## config.mk

```make
export PLATFORM = sky130hd
export DESIGN_NAME = irq_entry_seq
export DESIGN_NICKNAME = d
export VERILOG_FILES = /design/src/rtl/irq_entry_pkg.sv /design/src/rtl/irq_prio_pick.sv /design/src/rtl/irq_sp_bank.sv /design/src/rtl/irq_entry_seq.sv
export SDC_FILE = /design/constraint.sdc
export NUM_CORES = 1
export LEC_CHECK = 0
export BUFFER_PORTS_ARGS = -buffer_cell sky130_fd_sc_hd__buf_2
export CORE_AREA = 2 2 238 240
export DETAILED_ROUTE_END_ITERATION = 8
export DIE_AREA = 0 0 240 242
export PLACE_DENSITY = 0.68
export REMOVE_ABC_BUFFERS = 1
export SLEW_MARGIN = 10
export SYNTH_ARGS = -nofsm -noshare
export SYNTH_HDL_FRONTEND = slang
export SYNTH_SLANG_ARGS = --single-unit
```

## constraint.sdc

```tcl
create_clock -name clk -period 31.7 [get_ports clk]
set_input_delay 3.17 -clock clk [delete_from_list [all_inputs] [get_ports clk]]
set_output_delay 3.17 -clock clk [all_outputs]
set_load 0.03 [all_outputs]
```

## src/rtl/irq_entry_pkg.sv

```systemverilog
// Package: shared constants and helpers for the interrupt entry sequencer.
// Assumes 32-bit context words and an eight-word frame.
package irq_entry_pkg;
    localparam int WORD_W      = 32;
    localparam int FRAME_WORDS = 8;
    localparam int ENTRY_LEN   = 12;
    localparam int EXC_OFS     = 16;
    localparam int LAT_W       = 8;

    localparam logic [WORD_W-1:0] RET_HND     = 32'hFFFF_FFF1;
    localparam logic [WORD_W-1:0] RET_THR_MSP = 32'hFFFF_FFF9;
    localparam logic [WORD_W-1:0] RET_THR_PSP = 32'hFFFF_FFFD;

    typedef enum logic [0:0] {SQ_IDLE, SQ_BUSY} seq_state_t;

    // Return code recording the interrupted mode and stack.
    function automatic logic [WORD_W-1:0] ret_code(input logic from_hnd, input logic used_psp);
        if (from_hnd) return RET_HND;
        return used_psp ? RET_THR_PSP : RET_THR_MSP;
    endfunction
endpackage

```

## src/rtl/irq_prio_pick.sv

```systemverilog
// Module: picks the most urgent candidate line.
// Lower priority value wins; ties go to the lower index. Purely combinational.
module irq_prio_pick #(
    parameter int N_IRQ = 8,
    parameter int PW    = 8,
    parameter int IW    = 3
) (
    input  logic [N_IRQ-1:0]    cand,
    input  logic [N_IRQ*PW-1:0] prio,
    output logic                hit,
    output logic [IW-1:0]       idx,
    output logic [PW-1:0]       best
);
    // Linear scan; strict compare keeps the lowest index on ties.
    always_comb begin
        hit  = 1'b0;
        idx  = '0;
        best = '1;
        for (int i = 0; i < N_IRQ; i++) begin
            if (cand[i] && (!hit || prio[i*PW +: PW] < best)) begin
                hit  = 1'b1;
                idx  = IW'(i);
                best = prio[i*PW +: PW];
            end
        end
    end
endmodule

```

## src/rtl/irq_sp_bank.sv

```systemverilog
// Module: holds the main and process stack pointers.
// Presents the pointer chosen by sel_psp and updates one pointer on commit.
module irq_sp_bank #(
    parameter int            AW      = 32,
    parameter logic [AW-1:0] MSP_RST = '0,
    parameter logic [AW-1:0] PSP_RST = '0
) (
    input  logic          clk,
    input  logic          rst_n,
    input  logic          sel_psp,
    input  logic          commit,
    input  logic          commit_psp,
    input  logic [AW-1:0] commit_val,
    output logic [AW-1:0] sel_sp,
    output logic [AW-1:0] msp,
    output logic [AW-1:0] psp
);
    // Current pointer seen by the sequencer.
    assign sel_sp = sel_psp ? psp : msp;

    // Pointer registers, written only when an entry commits.
    always_ff @(posedge clk) begin
        if (!rst_n) begin
            msp <= MSP_RST;
            psp <= PSP_RST;
        end else if (commit) begin
            if (commit_psp) psp <= commit_val;
            else            msp <= commit_val;
        end
    end
endmodule

```

## src/rtl/irq_entry_seq.sv

```systemverilog
// Module: interrupt entry sequencer (top).
// Accepts the most urgent request that beats the running priority, pushes an
// eight-word frame, fetches the vector and enters handler mode in a fixed
// ENTRY_LEN cycles. Assumes writes never stall and vector reads return the
// cycle after vec_re.
module irq_entry_seq
    import irq_entry_pkg::*;
#(
    parameter int            N_IRQ    = 8,
    parameter int            PW       = 8,
    parameter int            AW       = 32,
    parameter logic [AW-1:0] VEC_BASE = 32'h0000_0400,
    parameter logic [AW-1:0] MSP_RST  = 32'h2000_8000,
    parameter logic [AW-1:0] PSP_RST  = 32'h2000_4000,
    localparam int           IW       = (N_IRQ > 1) ? $clog2(N_IRQ) : 1
) (
    input  logic                          clk,
    input  logic                          rst_n,
    input  logic [N_IRQ-1:0]              irq_req,
    input  logic [N_IRQ*PW-1:0]           irq_prio,
    input  logic                          thread_psp,
    input  logic [FRAME_WORDS*WORD_W-1:0] frame_in,
    output logic                          mem_we,
    output logic [AW-1:0]                 mem_addr,
    output logic [WORD_W-1:0]             mem_wdata,
    output logic                          vec_re,
    output logic [AW-1:0]                 vec_addr,
    input  logic [WORD_W-1:0]             vec_rdata,
    output logic                          done,
    output logic [LAT_W-1:0]              entry_lat,
    output logic                          handler_mode,
    output logic [IW-1:0]                 active_line,
    output logic [PW:0]                   run_prio,
    output logic [AW-1:0]                 msp_out,
    output logic [AW-1:0]                 psp_out,
    output logic [WORD_W-1:0]             pc_out,
    output logic [WORD_W-1:0]             lr_out
);
    localparam int SW        = $clog2(ENTRY_LEN + 1);
    localparam int FW        = $clog2(FRAME_WORDS);
    localparam int VEC_STEP  = FRAME_WORDS;
    localparam int CAP_STEP  = FRAME_WORDS + 1;
    localparam int LAST_STEP = ENTRY_LEN - 1;

    seq_state_t        state_q;
    logic [SW-1:0]     step_q;
    logic [IW-1:0]     line_q;
    logic [AW-1:0]     base_q;
    logic              psp_q;
    logic [WORD_W-1:0] ret_q;
    logic [WORD_W-1:0] vec_q;
    logic [WORD_W-1:0] frame_q [FRAME_WORDS];
    logic [LAT_W-1:0]  lat_q;
    logic [N_IRQ-1:0]  pend_q;
    logic [N_IRQ-1:0]  cand;
    logic [N_IRQ-1:0]  take_mask;
    logic              hit;
    logic [IW-1:0]     pick_idx;
    logic [PW-1:0]     pick_prio;
    logic              use_psp_now;
    logic              accept;
    logic              busy;
    logic              last_step;
    logic [AW-1:0]     sel_sp;
    logic [FW-1:0]     wsel;

    // Live requests join latched ones so a same-cycle request is judged at once.
    assign cand        = pend_q | irq_req;
    assign use_psp_now = !handler_mode && thread_psp;
    assign busy        = (state_q == SQ_BUSY);
    assign accept      = (state_q == SQ_IDLE) && hit && ({1'b0, pick_prio} < run_prio);
    assign last_step   = busy && (step_q == SW'(LAST_STEP));

    irq_prio_pick #(.N_IRQ(N_IRQ), .PW(PW), .IW(IW)) pick_i (
        .cand (cand),
        .prio (irq_prio),
        .hit  (hit),
        .idx  (pick_idx),
        .best (pick_prio)
    );

    irq_sp_bank #(.AW(AW), .MSP_RST(MSP_RST), .PSP_RST(PSP_RST)) sp_i (
        .clk        (clk),
        .rst_n      (rst_n),
        .sel_psp    (use_psp_now),
        .commit     (last_step),
        .commit_psp (psp_q),
        .commit_val (base_q - AW'(FRAME_WORDS * 4)),
        .sel_sp     (sel_sp),
        .msp        (msp_out),
        .psp        (psp_out)
    );

    // One-hot clear mask for the accepted line.
    always_comb begin
        take_mask = '0;
        if (accept) take_mask[pick_idx] = 1'b1;
    end

    // Pending latch: collect requests, drop the accepted one.
    always_ff @(posedge clk) begin
        if (!rst_n) pend_q <= '0;
        else        pend_q <= cand & ~take_mask;
    end

    // Sequencer: capture context on accept, then step through the fixed schedule.
    always_ff @(posedge clk) begin
        if (!rst_n) begin
            state_q  <= SQ_IDLE;
            step_q   <= '0;
            line_q   <= '0;
            base_q   <= '0;
            psp_q    <= 1'b0;
            ret_q    <= '0;
            vec_q    <= '0;
            lat_q    <= '0;
            run_prio <= {1'b1, {PW{1'b0}}};
            for (int k = 0; k < FRAME_WORDS; k++) frame_q[k] <= '0;
        end else if (accept) begin
            state_q  <= SQ_BUSY;
            step_q   <= '0;
            line_q   <= pick_idx;
            base_q   <= sel_sp;
            psp_q    <= use_psp_now;
            ret_q    <= ret_code(handler_mode, use_psp_now);
            lat_q    <= LAT_W'(1);
            run_prio <= {1'b0, pick_prio};
            for (int k = 0; k < FRAME_WORDS; k++) frame_q[k] <= frame_in[k*WORD_W +: WORD_W];
        end else if (busy) begin
            step_q <= step_q + SW'(1);
            lat_q  <= lat_q + LAT_W'(1);
            if (step_q == SW'(CAP_STEP)) vec_q <= vec_rdata;
            if (last_step) state_q <= SQ_IDLE;
        end
    end

    // Commit: publish the handler context and the done pulse.
    always_ff @(posedge clk) begin
        if (!rst_n) begin
            handler_mode <= 1'b0;
            active_line  <= '0;
            pc_out       <= '0;
            lr_out       <= '0;
            done         <= 1'b0;
            entry_lat    <= '0;
        end else begin
            done <= last_step;
            if (last_step) begin
                handler_mode <= 1'b1;
                active_line  <= line_q;
                pc_out       <= {vec_q[WORD_W-1:1], 1'b0};
                lr_out       <= ret_q;
                entry_lat    <= lat_q;
            end
        end
    end

    // Memory and vector port drive, decoded from the step count.
    assign wsel      = FW'(FRAME_WORDS - 1) - step_q[FW-1:0];
    assign mem_we    = busy && (step_q < SW'(FRAME_WORDS));
    assign mem_addr  = base_q - (AW'(step_q + SW'(1)) << 2);
    assign mem_wdata = frame_q[wsel];
    assign vec_re    = busy && (step_q == SW'(VEC_STEP));
    assign vec_addr  = VEC_BASE + ((AW'(EXC_OFS) + AW'(line_q)) << 2);
endmodule

```

Word level (Yosys, flattened, before mapping)
Memory sizes are Yosys's and may differ from the RTL's.
Index checks and enable logic that the tools add are counted.
{ "classes": {"mux": 50, "order_cmp": 11, "n_bitwise": 15, "eq_ne": 3, "reduce_logical": 34, "addsub": 8} }
{ "ops": {"columns": ["cell", "n"], "rows": [
  ["$mux W32", 11],
  ["$mux W8", 9],
  ["$lt A8 B8 Y1", 7],
  ["$sub A32 B6 Y32 const B", 1],
  ["$sub A32 B7 Y32", 1],
  ["$mux W1", 22],
  ["$mux W3", 5],
  ["$logic_and A1 B1 Y1", 14],
  ["$add A11 B8 Y12 const A", 1],
  ["$eq A4 B4 Y1 const B", 3],
  ["$lt A8 B9 Y1", 1],
  ["$add A8 B1 Y8 const B", 1],
  ["$and A8 B8 Y8", 1],
  ["$logic_not A1 Y1", 8],
  ["$not A8 Y8", 1],
  ["$or A1 B1 Y1", 8],
  ["$or A8 B8 Y8", 1],
  ["$logic_or A1 B1 Y1", 7],
  ["$add A5 B3 Y6 const A", 1],
  ["$add A4 B1 Y5 const B", 1],
  ["$add A4 B1 Y4 const B", 1],
  ["$lt A3 B4 Y1 const B", 1],
  ["$lt A4 B4 Y1 const B", 1],
  ["$mux W2", 2],
  ["8 further kinds", 12]
]} }
{ "totals": {"mem_count": 1, "out_inout_bits": 248, "ramBits": 256, "inputBits": 363, "reg_bits": 270, "wordCells": 141} }
{ "mem_list": {"columns": ["memory", "words", "width", "rd", "rd_clocked_by_memory_dff", "wr", "line", "source"], "rows": [
  ["frame_q", 8, 32, 1, 0, 8, "irq_entry_seq.sv:52", "logic [WORD_W-1:0] frame_q [FRAME_WORDS];"]
]} }

Longest topological paths before layout
{ "logic_depth": {"ltp_word": 37, "ltp_mapped": 100, "depth_no_buf": 88} }

By module
From an unflattened synthesis, not the netlist that was laid out.
{ "hier_totals": {"hier_cells": 2200, "hier_area_um2": 24229.5} }
{ "modules_own_cells": {"columns": ["module", "cells_per_inst", "instances", "area_each_um2", "seq_area_each_um2"], "rows": [
  ["irq_entry_seq", 1504, 1, 18501.5, 10610.2],
  ["irq_prio_pick", 411, 1, 2885.3, 0.0],
  ["irq_sp_bank", 285, 1, 2842.7, 1281.2]
]} }

Least setup slack after synthesis
No wires, ideal clock.
{ "synth_path": {"kind": "input to register", "from": "in irq_req[0]", "to": "mem frame_q[0][0] (enable)", "setup_ns": 1.954, "n_path_buf": 9, "setup_slack_ns": 6.333, "t_required_ns": 29.746, "path_stages": 92, "arrival_ns": 23.414, "cell_sequence": "nor2_1 > nor2_1 > ha_1 > a21o_1 > a211oi_2 > a32o_1 > clkbuf_1 > nand2_1 > o21ai_0 > inv_1 > ha_1 > a21oi_1 > o21ai_0 > or3_1 > and2_1 > a31oi_1 > nand2_1 > mux2i_1 > (+56 left out) > buf_6 > o21a_1 > clkbuf_1 > clkbuf_1 > o21a_1 > ha_1 > a21o_1 > a21o_1 > a21oi_1 > nor2b_1 > o21ai_0 > nand2b_1 > a21oi_1 > o21ai_0 > nor3b_1 > o211a_1 > a211oi_2 > nand2_1"} }
{ "synth_rtl": {"columns": ["element", "line", "source"], "rows": [
  ["start: declaration", "irq_entry_seq.sv:19", "input logic [N_IRQ-1:0] irq_req,"],
  ["end: declaration", "irq_entry_seq.sv:52", null]
]} }

==> results.sh <==
export IMPL_antenna_violations_before_repair=16
export IMPL_grt_overflow=0
export IMPL_final_net_count=3054
export IMPL_final_setup_skew_ns=0.0201
export IMPL_delay_contributed_by_the_slowest_stage_of_the_critical_path_ns=0.80
export IMPL_route_vias_total=18804
export IMPL_die_x_um=240
export IMPL_clock_latency_ns=0.59
export IMPL_critPathArrivalTime_ns=23.73
export IMPL_final_layout_size_suffix_gt1_frac=0.309
export IMPL_cts_htree_levels=2
export IMPL_start_util=0.422
export IMPL_worstHoldStart="lr_out[3]"
export IMPL_fmax_ghz=0.0425
export IMPL_dpl_cell_area_um2=26500
export IMPL_num_io_pins=611
export IMPL_rsz0062_at_grt="no"
export IMPL_synth_edff_count=256
export IMPL_transition_time_at_the_pin_with_the_least_slew_margin_ns=1.17
export IMPL_final_clock_period_utilization_by_the_worst_path=0.743
export IMPL_detailedPlacementHpwl_um=49000
export IMPL_post_place_ws_ns=7.92
export IMPL_die_area_um2=58100
export IMPL_synth_largest_area_cell="sky130_fd_sc_hd__edfxtp_1"
export IMPL_synth_seq_cells=466
export IMPL_final_hold_violating_endpoints=0
export IMPL_count_of_distinct_cell_types_in_the_synthesized_netlist=76
export IMPL_cts_made_buffers=51
export IMPL_grt_max_degree=176
export IMPL_synth_largest_type_area_fraction=0.327
export IMPL_yosys_most_used_dff="sky130_fd_sc_hd__edfxtp_1"
export IMPL_ir_worst_vdd_uv=92.6
export IMPL_cp_endpoint_kind="flop"
export IMPL_flow_area_growth_from_synthesis_pct=20.2
export IMPL_worstPathMaxFanout=175
export IMPL_global_route_wire_length_before_repair_um=107000
export IMPL_design_area_um2=28300
export IMPL_routed_wirelength_um=70700
export IMPL_worst_r2r_startpoint="pend_q[0]"
export IMPL_setup_tns_final_ns=0
export IMPL_non_filler_instance_count_after_layout=3445
export IMPL_post_route_min_period_ns=23.54
export IMPL_clk_transition_reported_paths_ns=0.06
export IMPL_total_power_mw=3.05
export IMPL_fin_util=0.507
export IMPL_slew_headroom=0.220
export IMPL_syn_instance_count=2185
export IMPL_clock_tree_root_cell="sky130_fd_sc_hd__clkbuf_16"
export IMPL_summed_instance_area_of_the_synthesized_netlist_um2=23500
export IMPL_postLayoutSetupSlackWorst_ns=8.16
export IMPL_cts_sinks=466
export IMPL_postCtsHoldBufs=0
export IMPL_drt_pass_1_iters=5
export IMPL_first_global_vias=18500
export IMPL_synthesis_warning_total=0
export IMPL_cellPowerDensity_nw_per_um2=108
export IMPL_worst_hold_slack_ns=0.450
export IMPL_cpMostUsedCell="sky130_fd_sc_hd__o21ai_0"
export IMPL_critPathRequiredTime_ns=31.89
export IMPL_yosysSeqAreaShare=0.506
export IMPL_gp_congestion=0.878
export IMPL_critPathKind="primary input to flop"
export IMPL_outcome="finished, final reports clean"
export IMPL_timing_critical_path_slowest_stage_cell="sky130_fd_sc_hd__nand2_4"
export IMPL_setup_violations_final=0
export IMPL_dpl_cell_count=3340
export IMPL_drcViolationCount=0
export IMPL_synth_async_reset_ratio=0
export IMPL_detail_route_iter0_violations=1308
export IMPL_setup_worst_path_start="irq_req[0]"
export IMPL_cts_resized=0
export IMPL_die_h_um=242
export IMPL_routed_via_density=5.46
export IMPL_cap_violations=0
export IMPL_clockBufferDepth=3
export IMPL_leakage_power_of_the_design_nw=12.5
export IMPL_wire_per_inst_um=20.5
export IMPL_core_rowCount=87
export IMPL_worst_hold_path_type="flop to flop"
export IMPL_cts_tree="done"
export IMPL_startpoint_type="primary input"
export IMPL_gr_usage_all_layers=0.233
export IMPL_area_contributors_post_synth="sky130_fd_sc_hd__edfxtp_1 33%, sky130_fd_sc_hd__dfxtp_1 18%, sky130_fd_sc_hd__mux4_2 6.1%"
export IMPL_syn_mean_instance_area_um2=10.8
export IMPL_post_cts_repair_setup_buffers=0
export IMPL_slew_violations=0
export IMPL_io_buffers=578
export IMPL_drt_antenna_violating_nets=0
export IMPL_core_region_area_um2=55700
worst max-delay path, delay by kind of cell:
kind,cells,cell delay [ns]
AND/OR/NAND/NOR,21,4.52
AO/OA/AOI/OAI,46,10.19
buffers and inverters,10,1.83
adder cells (fa/ha/maj),8,2.29
multiplexers,4,1.35
power by group:
group	internal (mW)	leakage (nW)	switching, mW
registers	0.899	4.53	0.0800
logic	0.525	7.10	0.940
clock network	0.354	0.843	0.256
state kept, by name (all words and copies together), names as in the netlist, 8 cells and up:
| signal | flops |
|---|---|
| frame_q | 256 |
| base_q | 32 |
| sp_i.msp | 32 |
| sp_i.psp | 32 |
| pc_out | 31 |
| vec_q | 31 |
| run_prio | 9 |
| entry_lat | 8 |
| lat_q | 8 |
| pend_q | 8 |
cells in the final DEF, fill, tap and decap left out, types with 31 or more instances in the layout:
| master | Yosys | layout |
|---|---|---|
| sky130_fd_sc_hd__inv_1 | 67 | 66 |
| sky130_fd_sc_hd__nand2_1 | 251 | 249 |
| sky130_fd_sc_hd__nor2_1 | 112 | 110 |
| sky130_fd_sc_hd__xnor2_1 | 32 | 32 |
| sky130_fd_sc_hd__mux4_2 | 64 | 64 |
| sky130_fd_sc_hd__nor3_1 | 32 | 32 |
| sky130_fd_sc_hd__a211oi_1 | 61 | 61 |
| sky130_fd_sc_hd__and2_1 | 70 | 69 |
| sky130_fd_sc_hd__ha_1 | 53 | 53 |
| sky130_fd_sc_hd__xor2_1 | 33 | 33 |
| sky130_fd_sc_hd__a2111oi_0 | 37 | 37 |
| sky130_fd_sc_hd__mux2i_1 | 54 | 54 |
| sky130_fd_sc_hd__mux2_2 | 46 | 46 |
| sky130_fd_sc_hd__buf_2 | 12 | 577 |
| sky130_fd_sc_hd__o21ai_0 | 60 | 60 |
| sky130_fd_sc_hd__conb_1 | 2 | 31 |
| sky130_fd_sc_hd__clkbuf_16 | 0 | 53 |
| sky130_fd_sc_hd__dfxtp_1 | 210 | 207 |
| sky130_fd_sc_hd__and3_1 | 197 | 196 |
| sky130_fd_sc_hd__a21oi_1 | 112 | 112 |
| sky130_fd_sc_hd__edfxtp_1 | 256 | 256 |
per-layer routing:
layer  share of wire  GRT usage
met2            0.48      0.391
met5          0.0019          0
met3            0.10     0.0760
met4           0.026     0.0694
met1            0.39      0.285
area by class of cell:
class                   count  area, µm²
diodes                     12       30.0
repair buffers            596       3050
multi-input cells        1455      10400
clock buffers              61       1420
well taps                 756        946
inverters                  67        256
flip-flops and latches    466      11900
clock inverters            32        312
fillers                  5054      27500
final timing paths:
check / depth (start not counted) / endpoint / slack (ns)
setup / recovery: 89 / frame_q[2][27] / 8.16
setup reg to reg: 88 / frame_q[2][27] / 10.52
hold / removal: 2 / lr_out[3] / 0.45
hold reg to reg: 2 / lr_out[3] / 0.45
kinds of logic (layout without fill, tap and decap cells):
kind of cell    after synthesis  count (layout)  share of synthesized area
flops                       466             466                      0.506
simple gates                738             738                      0.156
other cells                   2              43                   0.000319
mux                         166             166                      0.107
fa+ha+maj                    58              58                     0.0308
buf+inv                     293             756                     0.0600
xor+xnor                     65              65                     0.0242
compound gates              397             397                      0.115
cells in the mapped netlist (all sizes together) (64+ instances only):
cell,count
and2,70
dfxtp,210
a21oi,113
inv,67
nand2,251
clkbuf,124
mux4,64
a211oi,68
nor2,112
and3,197
edfxtp,256
buf,102
Power figures use the tool's default switching activity.
